[src/rtl/renamePkg.sv]
package renamePkg;

  // Strobes the control sends to the table datapath for one cycle.
  typedef struct packed {
    logic wipe;   // clear every entry
    logic wr0;    // slot 0 destination write
    logic wr1;    // slot 1 destination write
    logic clr;    // reclaim clears the named entry
    logic byp1a;  // slot 1 source A takes slot 0's new buffer
    logic byp1b;  // slot 1 source B takes slot 0's new buffer
  } mapStrobes_t;

endpackage

[src/rtl/mapCtrl.sv]
module mapCtrl
  import renamePkg::*;
#(
  parameter int ARCH_W = 5,
  parameter int BUF_W  = 4
) (
  input  logic              flush,
  input  logic              dstEn0,
  input  logic [ARCH_W-1:0] dstArch0,
  input  logic              dstEn1,
  input  logic [ARCH_W-1:0] dstArch1,
  input  logic [ARCH_W-1:0] srcA1,
  input  logic [ARCH_W-1:0] srcB1,
  input  logic              recEn,
  input  logic [BUF_W-1:0]  recBuf,
  input  logic              entRecValid,
  input  logic [BUF_W-1:0]  entRecBuf,
  output mapStrobes_t       stb
);

  logic sameDst;
  logic recMatch;

  always_comb begin
    sameDst   = dstEn0 && dstEn1 && (dstArch0 == dstArch1);
    recMatch  = entRecValid && (entRecBuf == recBuf);
    stb.wipe  = flush;
    stb.wr1   = dstEn1 && !flush;
    // Slot 1 is younger, so slot 0's write is dropped when both name one register.
    stb.wr0   = dstEn0 && !flush && !sameDst;
    // Only a reclaim of the newest mapping may clear the entry.
    stb.clr   = recEn && !flush && recMatch;
    stb.byp1a = dstEn0 && (dstArch0 == srcA1);
    stb.byp1b = dstEn0 && (dstArch0 == srcB1);
  end

endmodule

[src/rtl/mapData.sv]
module mapData
  import renamePkg::*;
#(
  parameter int NUM_ARCH = 32,
  parameter int BUF_W    = 4,
  localparam int ARCH_W  = $clog2(NUM_ARCH),
  localparam int NUM_RD  = 4
) (
  input  logic                          clk,
  input  logic                          rstN,
  input  mapStrobes_t                   stb,
  input  logic [ARCH_W-1:0]             dstArch0,
  input  logic [BUF_W-1:0]              newBuf0,
  input  logic [ARCH_W-1:0]             dstArch1,
  input  logic [BUF_W-1:0]              newBuf1,
  input  logic [ARCH_W-1:0]             recArch,
  input  logic [NUM_RD-1:0][ARCH_W-1:0] srcIdx,
  output logic                          recValid,
  output logic [BUF_W-1:0]              recBufCur,
  output logic [NUM_RD-1:0]             lkRen,
  output logic [NUM_RD-1:0][BUF_W-1:0]  lkBuf
);

  logic [NUM_ARCH-1:0] entValid;
  logic [BUF_W-1:0]    entBuf [NUM_ARCH];

  always_ff @(posedge clk or negedge rstN) begin
    if (!rstN) begin
      entValid <= '0;
      for (int e = 0; e < NUM_ARCH; e++) entBuf[e] <= '0;
    end else if (stb.wipe) begin
      entValid <= '0;
    end else begin
      for (int e = 0; e < NUM_ARCH; e++) begin
        if (stb.wr1 && dstArch1 == ARCH_W'(e)) begin
          entValid[e] <= 1'b1;
          entBuf[e]   <= newBuf1;
        end else if (stb.wr0 && dstArch0 == ARCH_W'(e)) begin
          entValid[e] <= 1'b1;
          entBuf[e]   <= newBuf0;
        end else if (stb.clr && recArch == ARCH_W'(e)) begin
          entValid[e] <= 1'b0;
        end
      end
    end
  end

  assign recValid  = entValid[recArch];
  assign recBufCur = entBuf[recArch];

  // Read ports 0,1 serve slot 0; ports 2,3 serve slot 1 and may bypass.
  for (genvar p = 0; p < NUM_RD; p++) begin : gRead
    logic             rawRen;
    logic [BUF_W-1:0] rawBuf;
    logic             byp;
    assign rawRen = entValid[srcIdx[p]];
    assign rawBuf = rawRen ? entBuf[srcIdx[p]] : '0;
    if (p == 2) begin : gBypA
      assign byp = stb.byp1a;
    end else if (p == 3) begin : gBypB
      assign byp = stb.byp1b;
    end else begin : gNoByp
      assign byp = 1'b0;
    end
    assign lkRen[p] = byp | rawRen;
    assign lkBuf[p] = byp ? newBuf0 : rawBuf;
  end

  AST_FLUSH_EMPTIES: assert property (@(posedge clk) disable iff (!rstN)
    stb.wipe |=> (entValid == '0));

  AST_WR1_LANDS: assert property (@(posedge clk) disable iff (!rstN)
    stb.wr1 |=> (entValid[$past(dstArch1)] && entBuf[$past(dstArch1)] == $past(newBuf1)));

  AST_WR0_LANDS: assert property (@(posedge clk) disable iff (!rstN)
    stb.wr0 |=> (entValid[$past(dstArch0)] && entBuf[$past(dstArch0)] == $past(newBuf0)));

  AST_SINGLE_WRITER: assert property (@(posedge clk) disable iff (!rstN)
    !(stb.wr0 && stb.wr1 && dstArch0 == dstArch1));

  AST_CLR_TAKES: assert property (@(posedge clk) disable iff (!rstN)
    (stb.clr && !(stb.wr1 && dstArch1 == recArch) && !(stb.wr0 && dstArch0 == recArch))
      |=> !entValid[$past(recArch)]);

  AST_CLR_ONLY_VALID: assert property (@(posedge clk) disable iff (!rstN)
    stb.clr |-> recValid);

endmodule

[src/rtl/regMapRenamer.sv]
module regMapRenamer
  import renamePkg::*;
#(
  parameter int NUM_ARCH = 32,
  parameter int NUM_BUF  = 16,
  localparam int ARCH_W  = $clog2(NUM_ARCH),
  localparam int BUF_W   = $clog2(NUM_BUF)
) (
  input  logic              clk,
  input  logic              rstN,
  input  logic              flush,
  input  logic              dstEn0,
  input  logic [ARCH_W-1:0] dstArch0,
  input  logic [BUF_W-1:0]  newBuf0,
  input  logic [ARCH_W-1:0] srcA0,
  input  logic [ARCH_W-1:0] srcB0,
  input  logic              dstEn1,
  input  logic [ARCH_W-1:0] dstArch1,
  input  logic [BUF_W-1:0]  newBuf1,
  input  logic [ARCH_W-1:0] srcA1,
  input  logic [ARCH_W-1:0] srcB1,
  input  logic              recEn,
  input  logic [ARCH_W-1:0] recArch,
  input  logic [BUF_W-1:0]  recBuf,
  output logic              renA0,
  output logic [BUF_W-1:0]  bufA0,
  output logic              renB0,
  output logic [BUF_W-1:0]  bufB0,
  output logic              renA1,
  output logic [BUF_W-1:0]  bufA1,
  output logic              renB1,
  output logic [BUF_W-1:0]  bufB1
);

  mapStrobes_t          stb;
  logic                 recValid;
  logic [BUF_W-1:0]     recBufCur;
  logic [3:0]           lkRen;
  logic [3:0][BUF_W-1:0] lkBuf;

  mapCtrl #(.ARCH_W(ARCH_W), .BUF_W(BUF_W)) uCtrl (
    .flush(flush), .dstEn0(dstEn0), .dstArch0(dstArch0),
    .dstEn1(dstEn1), .dstArch1(dstArch1), .srcA1(srcA1), .srcB1(srcB1),
    .recEn(recEn), .recBuf(recBuf), .entRecValid(recValid),
    .entRecBuf(recBufCur), .stb(stb)
  );

  mapData #(.NUM_ARCH(NUM_ARCH), .BUF_W(BUF_W)) uData (
    .clk(clk), .rstN(rstN), .stb(stb),
    .dstArch0(dstArch0), .newBuf0(newBuf0),
    .dstArch1(dstArch1), .newBuf1(newBuf1), .recArch(recArch),
    .srcIdx({srcB1, srcA1, srcB0, srcA0}),
    .recValid(recValid), .recBufCur(recBufCur),
    .lkRen(lkRen), .lkBuf(lkBuf)
  );

  assign renA0 = lkRen[0];
  assign bufA0 = lkBuf[0];
  assign renB0 = lkRen[1];
  assign bufB0 = lkBuf[1];
  assign renA1 = lkRen[2];
  assign bufA1 = lkBuf[2];
  assign renB1 = lkRen[3];
  assign bufB1 = lkBuf[3];

  AST_GROUP_BYPASS: assert property (@(posedge clk) disable iff (!rstN)
    (dstEn0 && dstArch0 == srcA1) |-> (renA1 && bufA1 == newBuf0));

  AST_UNRENAMED_ZERO: assert property (@(posedge clk) disable iff (!rstN)
    !renA0 |-> (bufA0 == '0));

endmodule

[config.mk]
export PLATFORM = sky130hd
export DESIGN_NAME = regMapRenamer
export DESIGN_NICKNAME = d
export VERILOG_FILES = /design/src/rtl/renamePkg.sv /design/src/rtl/mapCtrl.sv /design/src/rtl/mapData.sv /design/src/rtl/regMapRenamer.sv
export SDC_FILE = /design/constraint.sdc
export NUM_CORES = 1
export LEC_CHECK = 0
export CORE_MARGIN = 2
export CORE_UTILIZATION = 65
export DETAILED_ROUTE_END_ITERATION = 10
export PLACE_DENSITY = 0.86
export SLEW_MARGIN = 40
export SYNTH_ARGS = -nofsm -noshare
export SYNTH_HDL_FRONTEND = slang
export SYNTH_HIERARCHICAL = 1
export SYNTH_SLANG_ARGS = --single-unit
export TNS_END_PERCENT = 5
[constraint.sdc]
create_clock -name clk -period 9.4 [get_ports clk]
set_input_delay 2.35 -clock clk [delete_from_list [all_inputs] [get_ports clk]]
set_output_delay 2.35 -clock clk [all_outputs]
set_load 0.02 [all_outputs]
# Yosys cells after proc, flatten, opt, wreduce, memory -nomap -nowiden
# Cells that the tools add are included.
# Widths: inputs -> output; s select.
[totals] ff_bits=160 inputBits=53
[classes] magnitude_cmp=10 n_eq_ne=97 mux=192 n_bitwise=8 n_reduce_logical=207
[op_table] op="$mux 4" n=80
[op_table] op="$eq 5x5->1 const B" n=48
[op_table] op="$reduce_bool 4->1" n=32
[op_table] op="$eq 5x4->1 const B" n=24
[op_table] op="$logic_and 1x1->1" n=106
[op_table] op="$mux 1" n=101
[op_table] op="$bmux 4 s5" n=5
[op_table] op="$reduce_and 2->1" n=32
[op_table] op="$reduce_bool 2->1" n=32
[op_table] op="$eq 5x3->1 const B" n=12
[op_table] op="$mux 32" n=1
[op_table] op="$eq 5x2->1 const B" n=6
[op_table] op="$ge 6x6->1 const B" n=5
[op_table] op="$lt 5x6->1 const B" n=5
[op_table] op="$not 5->6" n=5
[op_table] op="$bmux 1 s5" n=5
[op_table] op="$eq 5x1->1 const B" n=3
[op_table] op="$eq 5x5->1" n=3
[op_table] op="$logic_not 5->1" n=3
[op_table] op="$eq 4x4->1" n=1
[op_table] op="$logic_not 1->1" n=2
[op_table] op="$or 1x1->1" n=2
[op_table] op="$not 1->1" n=1

# Logic depth before layout (Yosys ltp)
# Gate-level depths: netlist of the first run.
[logic_depth] ltp_word=12 mapped_depth=12 depth_no_buf=10

# Hierarchy
# The synthesis of the first run kept the hierarchy.
[by_module_without_submodules] module="mapData" instances=1 cells_each=1193 area_each_um2=14826.7 seq_area_each_um2=4003.8
[by_module_without_submodules] module="mapCtrl" instances=1 cells_each=31 area_each_um2=236.5 seq_area_each_um2=0.0

# Worst setup path before layout of the first run
# OpenSTA, ideal clock, no wires.
[synth_timing] path_type="input -> output" from="input srcA0[0]" to="output renA0" t_arrival_ps=4046 path_slack_ps=3004 path_stages=7 n_path_buf=3 path_cell_list="clkbuf_1 > buf_6 > mux4_2 > mux4_2 > mux2i_4 > inv_1 > buf_4"
[synth_via] elab_chain_len=2
[synth_rtl] element="start: declaration" line="regMapRenamer.sv:15" rtl="input logic [ARCH_W-1:0] srcA0,"
[synth_rtl] element="$bmux 1 s5" line="mapData.sv:56" rtl="assign rawRen = entValid[srcIdx[p]];"
[synth_rtl] element="$mux 1 (implied by the code)" line="mapData.sv:56"
[synth_rtl] element="end: declaration" line="regMapRenamer.sv:25" rtl="output logic renA0,"
# No other way between the ends. The select of a mux whose other input is x is not followed.

# Worst setup path after layout of the first run
[layout_timing] from="input srcB0[0]" to="output bufB0[2]"
[layout_via] elab_chain_len=5 elab_cells_between_ends=7 classes_between="6 x mux; 1 x bitwise"
[layout_rtl] element="start: declaration" line="regMapRenamer.sv:16" rtl="input logic [ARCH_W-1:0] srcB0,"
[layout_rtl] element="$not 5->6 (implied by the code)" line="mapData.sv:57" rtl="assign rawBuf = rawRen ? entBuf[srcIdx[p]] : '0;"
[layout_rtl] element="$bmux 4 s5" line="mapData.sv:57"
[layout_rtl] element="$mux 4 (implied by the code) (2 in series)" line="mapData.sv:57"
[layout_rtl] element="$mux 4 (*)" line="mapData.sv:57"
[layout_rtl] element="end: declaration" line="regMapRenamer.sv:28" rtl="output logic [BUF_W-1:0] bufB0,"
# Every way passes the cells marked *; elsewhere a longest branch is shown, timed or not. The select of a mux whose other input is x is not followed.

==> flow_metrics.tcl, run 1 <==
set metrics [dict create \
    status "completed" \
    synth_flop_cell "dfrtp_1" \
    fp-row-count 55 \
    rsz0062_at_grt "false" \
    yosys_register_bits 160 \
    syn_area_sq_mm 0.0151 \
    grt_pass1_wl_mm 81.6 \
    cp_common_cell "mux4_2" \
    initial_core_util_pct 66.3 \
    fmaxAchievable_mhz 129 \
    layout_commonest_cell "mux4_2" \
    slowest_stage "buf_2" \
    synth_top_family_by_area "multiplexers" \
    cp.arrival_ps 5400 \
    holdWs_ps 600 \
    final_max_slew_viol_count 0 \
    endpoint_kind "primary output" \
    synth_fp_nets 1277 \
    layout.cells.non_filler 1530 \
    cts_tree "built" \
    synth.avg_cell_area_sq_um 12.3 \
    critPathLaunchType "input pin" \
    syn_to_final_growth_pct 8.85 \
    nNetsFinal 1285 \
    synth_area_leaders "mux4_2 31%, dfrtp_1 27%, mux2_2 13%, mux2i_1 5.3%, a21oi_1 2.5%" \
    hold_class "flip-flop to flip-flop" \
    dp_cells 1497 \
    viasPerCell 8.43 \
    antennaDiodeCount 0 \
    setup_viol 0 \
    min_to "uData/entBuf[32]" \
    synth-compound-area-share_pct 7.07 \
    tns_ps 0 \
    regToRegStartpoint "uData/entBuf[42]" \
    final_cell_mix "204 x mux4_2, 175 x mux2_2, 160 x dfrtp_1, 100 x nor2_1, 80 x mux2i_1" \
    synth-adder-area-share_pct 0 \
    core_sq_mm 0.0227 \
    reg2reg_slack_ps 5210 \
    clock_path_buffers 2 \
    post_cts_buffers 0 \
    cp.required_ps 7050 \
    place_congestion 1.04 \
    crit_type "input pin to primary output" \
    port_buffers 72 \
    p_per_area_mw_per_mm2 150 \
    die_h_um 156 \
    dpl_cell_area_sq_mm 0.0158 \
    finalCriticalPeriod_ps 7750 \
    cts_resized 0 \
    ios 73 \
    path_cells "buf_2, buf_4, mux4_2, mux4_2, mux2i_4, nor2_1, clkdlybuf4s50_1" \
    worst_pin_slew_ps 985 \
    clkLatencyLatePin_ps 450 \
    synthMuxAreaShare_pct 52.6 \
    synthSimpleGateAreaFrac_pct 8.94 \
    grt_pass1_vias 12700 \
    wl_per_cell_um 36.2 \
    root_buffer "clkbuf_16" \
    grt.total_usage_pct 47.0 \
    dpl.hpwl_mm 38.1 \
    htree_levels 4 \
    worst-path-stages 7 \
    rr_endpoint "uData/entValid[13]" \
    dr.pass1.iters 6 \
    power_mw 2.45 \
    fin_util_pct 72.2 \
    drtAntennaViolNets 0 \
    routed_wirelength_mm 55.4 \
    hp-start "uData/entBuf[32]" \
    power_leakage_nw 6.54 \
    numCtsBuffers 17 \
    cp_top_family "buffers and inverters" \
    vias 12900 \
    antenna_found_initial 0 \
    cap_violations 0 \
    ys_types 53 \
    vdd_drop_max_mv 0.129 \
    slowest_delay_ps 560 \
    synthXorXnorAreaFrac_pct 1.10 \
    die_area_sq_mm 0.0244 \
    worst_r2r_path_depth 10 \
    worstPathMaxFanout 19 \
    grt_overflow 0 \
    post-route-period-util_pct 82.5 \
    fp.dieW_um 156 \
    post-route-drc-count 0 \
    layout-drive-gt1-share_pct 43.1 \
    yosysSeqAreaShare_pct 26.6 \
    drt_iter0_drc 2232 \
    min_path_cells 1 \
    yosysWarningCount 6 \
    netlist_instances 1224 \
    cts.reportedPaths.clkPinSlew_ps 70 \
    synth_top_area_share_pct 30.5 \
    design_area_sq_mm 0.0164 \
    hold_viol_final 0 \
    post-synth-top-area-cell "mux4_2" \
    synth_edf_count 0 \
    holdBufCountCts 0 \
    timing.final.ws_setup_ps 1650 \
    finClkSkew_ps 12.7 \
    pre_cts_ws_ps 1660 \
    cts_sinks 160 \
    crit_buf_inv 3 \
    slew_headroom_pct 34.3 \
    grt_max_degree 103 \
    async_reset_ff_share_pct 100 \
]
registers in the layout, indices dropped and copies added (netlist names):
name and flops:
uData/entBuf 128, uData/entValid 32
layer usage:
layer  global-route usage [%]  vias up  wire length (um)
met5                     2.48        -                 0
met4                     24.9        0              3930
met3                     21.3      333              9950
met2                     65.9     1403             23100
met1                     61.4     6258             18400
li1                         -     4901                 -
worst register-to-register path, cell delays in order, from the launching register on:
cell      delay (ps)
dfrtp_1          470
mux4_1           580
mux4_2           500
mux2_2           360
xnor2_1          160
nand3_1           90
nor3_1           630
nand2b_1         190
nor3b_1          600
nand3_1          210
a31o_2           290
worst max-delay path by stage:
| stage | startpoint | to | slack, ps |
|---|---|---|---|
| 6_report | srcB0[0] | bufB0[2] | 1650 |
| 5_1_grt | srcB0[0] | bufB0[2] | 1440 |
| 4_1_cts | srcB0[0] | bufB0[2] | 1650 |
| 3_5_place_dp | srcB0[0] | bufB0[2] | 1660 |
| 3_3_place_gp | srcA0[0] | bufA0[1] | 1720 |
| 2_1_floorplan | srcA0[0] | renA0 | 3000 |
area by class of cell:
type | count | area, sq um
Clock inverter | 15 | 160
Tap cell | 285 | 357
Inverter | 8 | 30.0
Multi-Input combinational cell | 944 | 10500
Sequential cell | 160 | 4000
Fill cell | 1557 | 6310
Timing Repair Buffer | 101 | 880
Clock buffer | 17 | 425
Yosys cell counts, types with 2 or more instances:
cell type,number
nand4_1,8
or2_2,14
nor4bb_1,3
o221ai_1,7
o21ai_1,9
buf_6,5
a22oi_1,15
nor2b_1,11
nand2b_1,20
mux2_1,20
and2_1,2
a21oi_2,6
a31o_2,28
nand3_1,22
nor3_1,7
a211oi_1,4
mux4_2,204
nand4b_1,3
dfrtp_1,160
o22ai_1,8
a41o_1,2
buf_1,15
nand2_1,56
o311ai_0,4
mux4_1,11
nor2_1,100
xor2_1,6
xnor2_1,13
nor3_2,11
a21oi_1,76
o21ai_0,2
inv_1,7
buf_2,34
mux2_2,175
mux2i_4,2
nor3b_1,3
buf_4,4
clkbuf_1,53
mux2i_1,80
where the power goes:
group	switching (mW)	internal (mW)	total (mW)	leakage, nW
clock	0.360	0.357	0.717	0.279
combinational	0.331	0.426	0.757	4.14
sequential	0.197	0.784	0.981	2.12
total	0.889	1.57	2.45	6.54
cell families (layout without fill, tap and decap cells):
logic type,Yosys count,after routing
mux,492,492
simple gates,269,269
compound gates,164,164
flops,160,160
buf+inv,120,141
xor+xnor,19,19
Note: power is estimated with default switching activity, not from simulation.
==> inputs of run 2 (changes only) <==
Settings changed: CORE_UTILIZATION 65 to 57, PLACE_DENSITY 0.86 to 0.8.
Clock period 9.4 ns to 6.7 ns, I/O delays scaled along.
==> run 2 against run 1 <==
Effect of this change: sequential power increased by 44%; count of clock-buffer cells in the layout increased by 1; final area increased by 1.4%; final cell count increased by 4.1%; critical path depth increased by 1; hold slack improved by 21 ps; utilization decreased by 8.2 points; sequential share of layout area decreased by 0.34 points; clock power increased by 46%; flip-flop and latch count unchanged; highest routed layer unchanged.
==> flow_metrics.tcl, run 2 (synthesis gave the netlist of run 1 again) <==
set metrics [dict create \
    route.met2.wl_mm 24.1 \
    htree_levels 4 \
    fp.dieW_um 167 \
    seqPwrFrac_pct 40.2 \
    post-route-drc-count 0 \
    port_buffers 72 \
    p_comb_share_pct 30.0 \
    cts_resized 0 \
    dr.pass1.iters 6 \
    root_buffer "clkbuf_16" \
    hold_viol_final 0 \
    endpoint_kind "primary output" \
    worst_r2r_path_depth 11 \
    rsz0062_at_grt "false" \
    antenna_found_initial 0 \
    die_h_um 167 \
    layout-drive-gt1-share_pct 43.0 \
    largest_register "uData/entBuf" \
    nNetsFinal 1297 \
    slowest_stage "clkdlybuf4s50_1" \
    met1_length_mm 18.8 \
    worstPathMaxFanout 13 \
    grt.total_usage_pct 39.7 \
    regToRegStartpoint "uData/entBuf[9]" \
    cp.arrival_ps 4440 \
    drt_iter0_drc 2374 \
    p_int_mw 2.28 \
    holdBufCountCts 0 \
    crit_type "input pin to primary output" \
    vdd_drop_max_mv 0.128 \
    grt_pass1_vias 12400 \
    cts.reportedPaths.clkPinSlew_ps 70 \
    cp_common_cell "clkdlybuf4s50_1" \
    clkLatencyLatePin_ps 440 \
    grt_max_degree 63 \
    rr_endpoint "uData/entValid[14]" \
    drtAntennaViolNets 0 \
    nFillCells 1950 \
    largest_reg_flops 128 \
    status "completed" \
    p_per_area_mw_per_mm2 211 \
    min_path_cells 1 \
    hold_class "flip-flop to flip-flop" \
    dr.max_layer_used "met4" \
    vias 12800 \
    power_mw 3.51 \
    final_max_slew_viol_count 0 \
    met3_length_mm 8.74 \
    place_congestion 1.08 \
    viasPerCell 8.05 \
    clock_path_buffers 2 \
    hp-start "uData/entValid[27]" \
    syn_to_final_growth_pct 10.4 \
    cap_violations 0 \
    fp-row-count 59 \
    slowest_delay_ps 950 \
    critPathLaunchType "input pin" \
    path_cells "clkdlybuf4s50_1, xnor2_1, nand4_1, nor3_1, buf_4, a41o_1, o21ai_1, clkdlybuf4s50_1" \
    post_cts_buffers 0 \
    cts_sinks 160 \
    finalCriticalPeriod_ps 6110 \
    finClkSkew_ps 16.7 \
    die_area_sq_mm 0.0277 \
    antennaDiodeCount 0 \
    grt_overflow 0 \
    power_frac_clock_pct 29.8 \
    cts_tree "built" \
    cp.required_ps 5030 \
    min_to "uData/entValid[27]" \
    wl_per_cell_um 34.4 \
    routed_wirelength_mm 54.8 \
    slew_headroom_pct 37.7 \
    reg.largest.list "uData/entBuf: 128 flops, uData/entValid: 32 flops" \
    power_leakage_nw 6.62 \
    setup_viol 0 \
    tns_ps 0 \
    layout_commonest_cell "mux4_2" \
    grt_pass1_wl_mm 81.6 \
    final_cell_mix "204 x mux4_2, 175 x mux2_2, 160 x dfrtp_1, 99 x nor2_1, 80 x mux2i_1" \
    post-route-period-util_pct 91.2 \
    switchingPower_mw 1.24 \
    dpl.hpwl_mm 39.0 \
    initial_core_util_pct 58.0 \
    worst_pin_slew_ps 922 \
    numCtsBuffers 17 \
    power_switching_share_pct 35.2 \
    ios 73 \
    dp_cells 1560 \
    core_sq_mm 0.0260 \
    layout.cells.non_filler 1592 \
    reg2reg_slack_ps 3070 \
    fmaxAchievable_mhz 164 \
]
## run 2: cell types whose count changed in the layout (fill, tap and decap cells not counted), sizes merged
cell	delta
clkdlybuf4s50	+6
clkbuf	+1
bufinv	+2
clkinvlp	-1
buf	+6
inv	-2
## run 2: cell type report
cell class	instances	area (sq um)	share of cell area, %
timing repair buffer	113	1030	6.20
inverter	8	30.0	0.181
multi-input combinational	944	10500	63.4
clock buffer	18	439	2.64
tap	335	419	2.52
sequential	160	4000	24.1
clock inverter	14	170	1.02
## run 2: how the worst max path moves through the flow
stage,startpoint,endpoint,slack (ps),cells after the start
3_5_place_dp,srcB0[1],bufB0[0],700,7
2_1_floorplan,srcA0[0],renA0,1650,7
6_report,srcB1[3],bufB1[3],590,8
4_1_cts,srcB0[1],bufB0[1],680,7
3_3_place_gp,srcA1[0],bufA1[2],690,6
5_1_grt,srcB1[0],bufB1[0],460,8
## run 2: through the flow
step	setup WS, ps	utilization [%]	instance area, sq um	hold WS [ps]
after floorplan	1650	-	15100	518
after global placement	689	61.5	16000	594
after detailed placement	696	61.6	16000	599
after CTS	685	63.9	16600	616
after global routing	462	64.0	16600	642
final	590	64.0	16600	621
## run 2: metal layers
metal / global-route usage (%) / up-vias
li1: - / 4928
met1: 52.0 / 6357
met2: 59.3 / 1269
met3: 15.4 / 255
met4: 17.2 / 0
met5: 0 / -
## run 2: power by group through the flow
stage	Combinational (mW)	Clock [mW]	Sequential (mW)
detailed placement	1.02	0	1.39
global route	1.10	1.09	1.41
floorplan	0.779	0	1.24
CTS	1.03	1.05	1.38
finish	1.05	1.05	1.41
global placement	0.998	0	1.38
## run 2: critical path: cells and delay by family
kind            cells  cell delay [ps]
compound gates      2              290
xor+xnor            1              190
buf+inv             3             1740
simple gates        2              530
